[src/rtl/spi_buf_pkg.sv]
package spi_buf_pkg;

  localparam int FLG_RXC = 0;
  localparam int FLG_TXC = 1;

  typedef struct packed {
    logic sck_rise;
    logic sck_fall;
    logic ss_act;
    logic ss_end;
    logic mosi;
  } spi_evt_t;

endpackage

[src/rtl/spi_pin_sync.sv]
module spi_pin_sync
  import spi_buf_pkg::*;
#(
  parameter int STAGES = 2
) (
  input  logic     clk,
  input  logic     rst_n,
  input  logic     sck,
  input  logic     ss_n,
  input  logic     mosi,
  output spi_evt_t evt
);

  localparam logic [2:0] IDLE_VAL = 3'b010;

  logic [2:0] chain [STAGES];
  logic [2:0] last_q;

  genvar g;
  generate
    for (g = 0; g < STAGES; g++) begin : g_stage
      if (g == 0) begin : g_first
        always_ff @(posedge clk or negedge rst_n) begin
          if (!rst_n) chain[g] <= IDLE_VAL;
          else        chain[g] <= {sck, ss_n, mosi};
        end
      end else begin : g_next
        always_ff @(posedge clk or negedge rst_n) begin
          if (!rst_n) chain[g] <= IDLE_VAL;
          else        chain[g] <= chain[g-1];
        end
      end
    end
  endgenerate

  always_ff @(posedge clk or negedge rst_n) begin
    if (!rst_n) last_q <= IDLE_VAL;
    else        last_q <= chain[STAGES-1];
  end

  always_comb begin
    evt.sck_rise = chain[STAGES-1][2] & ~last_q[2];
    evt.sck_fall = ~chain[STAGES-1][2] & last_q[2];
    evt.ss_act   = ~chain[STAGES-1][1];
    evt.ss_end   = chain[STAGES-1][1] & ~last_q[1];
    evt.mosi     = chain[STAGES-1][0];
  end

endmodule

[src/rtl/spi_shift_core.sv]
module spi_shift_core
  import spi_buf_pkg::*;
#(
  parameter int DW = 8
) (
  input  logic          clk,
  input  logic          rst_n,
  input  spi_evt_t      evt,
  input  logic          load_en,
  input  logic [DW-1:0] load_data,
  output logic          sh_msb,
  output logic          xfer_done,
  output logic [DW-1:0] rx_byte
);

  localparam int CW = (DW > 1) ? $clog2(DW) : 1;
  localparam logic [CW-1:0] LAST_BIT = CW'(DW - 1);

  logic [DW-1:0] sh_q;
  logic [CW-1:0] bit_q;
  logic          lat_q;

  function automatic logic [DW-1:0] push_bit(input logic [DW-1:0] v, input logic b);
    return {v[DW-2:0], b};
  endfunction

  assign xfer_done = evt.ss_act && evt.sck_rise && (bit_q == LAST_BIT);
  assign rx_byte   = push_bit(sh_q, evt.mosi);
  assign sh_msb    = sh_q[DW-1];

  always_ff @(posedge clk or negedge rst_n) begin
    if (!rst_n) begin
      bit_q <= '0;
      lat_q <= 1'b0;
    end else if (!evt.ss_act) begin
      bit_q <= '0;
    end else if (evt.sck_rise) begin
      lat_q <= evt.mosi;
      bit_q <= (bit_q == LAST_BIT) ? '0 : bit_q + 1'b1;
    end
  end

  always_ff @(posedge clk or negedge rst_n) begin
    if (!rst_n)
      sh_q <= '0;
    else if (load_en)
      sh_q <= load_data;
    else if (evt.ss_act && evt.sck_fall && bit_q != '0)
      sh_q <= push_bit(sh_q, lat_q);
  end

endmodule

[src/rtl/spi_txbuf_ctrl.sv]
module spi_txbuf_ctrl
  import spi_buf_pkg::*;
#(
  parameter int DW = 8
) (
  input  logic          clk,
  input  logic          rst_n,
  input  logic          buf_en,
  input  logic          wait_rx,
  input  logic          wr_en,
  input  logic [DW-1:0] wr_data,
  input  logic [1:0]    flag_clr,
  input  logic          ss_act,
  input  logic          ss_end,
  input  logic          xfer_done,
  input  logic [DW-1:0] rx_byte,
  output logic          load_en,
  output logic [DW-1:0] load_data,
  output logic [DW-1:0] hold_q,
  output logic [DW-1:0] rx_data,
  output logic          dre_flag,
  output logic          rxc_flag,
  output logic          txc_flag,
  output logic          rxc_set,
  output logic          txc_set,
  output logic          drop_wr
);

  logic full_q, claimed_q;
  logic done_d1, done_d2, empty_d1, empty_d2;
  logic direct_wr, hold_wr;

  assign direct_wr = wr_en && (!buf_en || (wait_rx && !ss_act && !claimed_q));
  assign hold_wr   = wr_en && buf_en && !direct_wr && !full_q;
  assign drop_wr   = wr_en && buf_en && !direct_wr && full_q;

  assign load_en   = xfer_done || direct_wr;
  assign load_data = xfer_done ? (full_q ? hold_q : rx_byte) : wr_data;

  assign dre_flag  = ~full_q;
  assign rxc_set   = done_d1;
  assign txc_set   = done_d2 && empty_d2;

  always_ff @(posedge clk or negedge rst_n) begin
    if (!rst_n) begin
      hold_q <= '0;
      full_q <= 1'b0;
    end else if (hold_wr) begin
      hold_q <= wr_data;
      full_q <= 1'b1;
    end else if (xfer_done && full_q) begin
      full_q <= 1'b0;
    end
  end

  always_ff @(posedge clk or negedge rst_n) begin
    if (!rst_n)                  claimed_q <= 1'b0;
    else if (ss_end)             claimed_q <= 1'b0;
    else if (direct_wr && buf_en) claimed_q <= 1'b1;
  end

  always_ff @(posedge clk or negedge rst_n) begin
    if (!rst_n) begin
      done_d1  <= 1'b0;
      done_d2  <= 1'b0;
      empty_d1 <= 1'b0;
      empty_d2 <= 1'b0;
      rx_data  <= '0;
    end else begin
      done_d1  <= xfer_done;
      done_d2  <= done_d1;
      empty_d1 <= xfer_done && !full_q;
      empty_d2 <= empty_d1;
      if (xfer_done) rx_data <= rx_byte;
    end
  end

  always_ff @(posedge clk or negedge rst_n) begin
    if (!rst_n) begin
      rxc_flag <= 1'b0;
      txc_flag <= 1'b0;
    end else begin
      if (rxc_set)                rxc_flag <= 1'b1;
      else if (flag_clr[FLG_RXC]) rxc_flag <= 1'b0;
      if (txc_set)                txc_flag <= 1'b1;
      else if (flag_clr[FLG_TXC]) txc_flag <= 1'b0;
    end
  end

endmodule

[src/rtl/spi_buf_client.sv]
module spi_buf_client
  import spi_buf_pkg::*;
#(
  parameter int DW          = 8,
  parameter int SYNC_STAGES = 2
) (
  input  logic          clk,
  input  logic          rst_n,
  input  logic          buf_en,
  input  logic          wait_rx,
  input  logic          wr_en,
  input  logic [DW-1:0] wr_data,
  input  logic [1:0]    flag_clr,
  input  logic          sck,
  input  logic          ss_n,
  input  logic          mosi,
  output logic          miso,
  output logic          miso_oe,
  output logic [DW-1:0] rx_data,
  output logic          dre_flag,
  output logic          rxc_flag,
  output logic          txc_flag
);

  spi_evt_t      evt;
  logic          load_en, xfer_done, sh_msb;
  logic [DW-1:0] load_data, rx_byte, hold_q;
  logic          rxc_set, txc_set, drop_wr;

  spi_pin_sync #(.STAGES(SYNC_STAGES)) u_sync (
    .clk(clk), .rst_n(rst_n), .sck(sck), .ss_n(ss_n), .mosi(mosi), .evt(evt)
  );

  spi_shift_core #(.DW(DW)) u_shift (
    .clk(clk), .rst_n(rst_n), .evt(evt), .load_en(load_en),
    .load_data(load_data), .sh_msb(sh_msb), .xfer_done(xfer_done),
    .rx_byte(rx_byte)
  );

  spi_txbuf_ctrl #(.DW(DW)) u_ctrl (
    .clk(clk), .rst_n(rst_n), .buf_en(buf_en), .wait_rx(wait_rx),
    .wr_en(wr_en), .wr_data(wr_data), .flag_clr(flag_clr),
    .ss_act(evt.ss_act), .ss_end(evt.ss_end), .xfer_done(xfer_done),
    .rx_byte(rx_byte), .load_en(load_en), .load_data(load_data),
    .hold_q(hold_q), .rx_data(rx_data), .dre_flag(dre_flag),
    .rxc_flag(rxc_flag), .txc_flag(txc_flag), .rxc_set(rxc_set),
    .txc_set(txc_set), .drop_wr(drop_wr)
  );

  assign miso    = sh_msb;
  assign miso_oe = evt.ss_act;

endmodule

[config.mk]
export PLATFORM = sky130hd
export DESIGN_NAME = spi_buf_client
export DESIGN_NICKNAME = d
export VERILOG_FILES = /design/src/rtl/spi_buf_pkg.sv /design/src/rtl/spi_pin_sync.sv /design/src/rtl/spi_shift_core.sv /design/src/rtl/spi_txbuf_ctrl.sv /design/src/rtl/spi_buf_client.sv
export SDC_FILE = /design/constraint.sdc
export NUM_CORES = 1
export LEC_CHECK = 0
export CAP_MARGIN = 20
export CORE_AREA = 2 2 94 60
export DETAILED_ROUTE_END_ITERATION = 8
export DIE_AREA = 0 0 96 62
export PLACE_DENSITY = 0.63
export SLEW_MARGIN = 5
export SYNTH_ARGS = -nofsm -noshare
export SYNTH_HDL_FRONTEND = slang
export SYNTH_HIERARCHICAL = 1
export SYNTH_SLANG_ARGS = --single-unit
[constraint.sdc]
create_clock -name clk -period 3.2 [get_ports clk]
set_clock_uncertainty 0.15 [all_clocks]
set_input_delay 0.64 -clock clk [delete_from_list [all_inputs] [get_ports clk]]
set_output_delay 0.64 -clock clk [all_outputs]
set_load 0.05 [all_outputs]
==> metrics.yaml <==
report.final.slew_viol_count: 0
root_buffer: "clkbuf_8"
hold_slack_ns: 0.0224
timing.reg2reg.setup_slack_ns: 0.80
rsz0062_at_grt: "false"
port_buffers: 30
synth_area_um2: 1970
cts_hold_buffers: 0
crit-reg2reg-launch: "u_sync/chain[1]"
core_um2: 5230
yosys_warnings: 6
die_area_um2: 5950
die_w_um: 96
num_antenna_cells: 0
cts_buffer_depth: 2
drt_first_pass_iters: 4
placed_cells: 249
remaining_drc_errors: 0
pre_cts_slack_ns: 0.402
critPathCapture: "dre_flag"
wire_per_inst_um: 14.6
postLayoutCoreUtil_pct: 46.0
cts_resized: 0
power.leakage_nw: 1.15
grt_pass1_vias: 1252
critPathMaxFanout: 11
maxCapViolations: 0
antenna_found_initial: 0
arrival_ns: 1.91
crit_path_start: "u_ctrl/full_q"
grt.total_usage_pct: 14.0
cellPowerDensity_nw_per_um2: 439
status: "completed"
routed_wl_um: 3760
synthCells: 158
gr-total-overflow: 0
cts_setup_buffers: 0
critical-path-max-stage-delay_ns: 0.76
io_pins: 31
critPathLaunchType: "flop"
crit_path_end_kind: "output port"
tightest_slew_ns: 0.641
cts_tree: "yes"
cp_slowest_cell: "dfrtp_1"
start_util_pct: 37.7
hold_viol_final: 0
period_share_pct: 84.5
setup_viol: 0
synth_nets: 179
rr_worst_depth: 7
place.gp.congestion: 0.732
cts_htree_levels: 2
ir_worst_vdd_mv: 0.163
crit_required_ns: 2.41
cts_buffers: 5
slew_headroom_pct: 57.3
fin_crit_ns: 2.70
ant_nets: 0
max_freq_ghz: 0.370
hold_path_class: "in -> async"
clk_pin_slew_ns: 0.08
synthToLayoutAreaGrowth_pct: 22.2
clock-sinks: 44
criticalPathCategory: "reg -> out"
grt_max_degree: 45
drt_iter0_markers: 90
grt_pass1_wl_um: 6100
crit_chain: "inv_1, clkdlybuf4s50_1"
via_per_inst: 4.87
r2r_end: "u_shift/sh_q[7]"
instances_no_fill: 258
setup_slack_ns: 0.495
vias: 1257
syn_area_per_cell_um2: 12.5
chipHeight_um: 62
setup_tns_ns: 0
drive_gt1_share_pct: 18.0
nets: 209
clock_latency_ns: 0.29
post-dp-hpwl_um: 2580
rows: 21
-- layer usage --
layer | vias to the layer above | routed length, um | share of wire [%] | track usage [%]
li1 | 605 | - | - | -
met1 | 619 | 1870 | 50 | 19.9
met2 | 29 | 1650 | 44 | 21.0
met3 | 4 | 210 | 5.6 | 4.34
met4 | 0 | 31 | 0.82 | 3.67
met5 | - | 0 | 0 | 0
-- placed cells by master (no fill, tap or decap), types with 2 or more instances in the layout --
cell type / count
and2_1: 2
o21ai_0: 2
nor2_1: 10
inv_1: 8
a221o_1: 7
dfstp_2: 3
nor3b_1: 7
dfrtp_1: 41
clkdlybuf4s50_1: 29
mux2_2: 17
clkbuf_8: 5
a21oi_1: 8
a21o_1: 3
clkbuf_1: 2
nand2_1: 3
ha_1: 3
mux2i_1: 10
nor2b_1: 14
-- sequential cells by signal, summed over array words and instances, names as in the netlist, 2 cells and up --
register / flops
u_sync/chain: 5
u_ctrl/hold_q: 8
u_shift/bit_q: 3
u_shift/sh_q: 8
u_ctrl/rx_data: 8
u_sync/last_q: 2
-- worst min path at each step --
stage / startpoint / end / slack [ns]
floorplan: u_ctrl/empty_d1 / u_ctrl/empty_d2 / 0.18
global placement: u_ctrl/empty_d1 / u_ctrl/empty_d2 / 0.18
detailed placement: u_sync/chain[3] / u_sync/evt[0] / 0.19
CTS: u_sync/chain[3] / u_sync/evt[0] / 0.20
global route: rst_n / u_ctrl/hold_q[4] / 0.01
finish: rst_n / u_ctrl/rx_data[5] / 0.02
-- area by class of cell --
class / count / area, um2
Sequential cell: 44 / 1100
Tap cell: 69 / 86.3
Clock buffer: 7 / 76.3
Inverter: 8 / 30.0
Fill cell: 482 / 2820
Clock inverter: 1 / 5.00
Multi-Input combinational cell: 97 / 782
Timing Repair Buffer: 32 / 323
-- worst max-delay path: cells and delay by family (launching register included) --
kind                   cells  cell delay (ns)
flip-flops                 1             0.76
buffers and inverters      2             0.87
-- power by group --
| group | internal [mW] | total (mW) | switching (mW) |
|---|---|---|---|
| Clock | 0.153 | 0.329 | 0.176 |
| Sequential | 0.584 | 0.604 | 0.0195 |
| Combinational | 0.0634 | 0.125 | 0.0611 |
| Total | 0.801 | 1.06 | 0.256 |
-- stage by stage --
step,cell area (um2),total power [mW]
floorplan,1970,0.683
global placement,2310,0.731
detailed placement,2310,0.736
CTS,2390,1.07
global route,2410,1.10
finish,2410,1.06
Power figures use the tool's default switching activity.
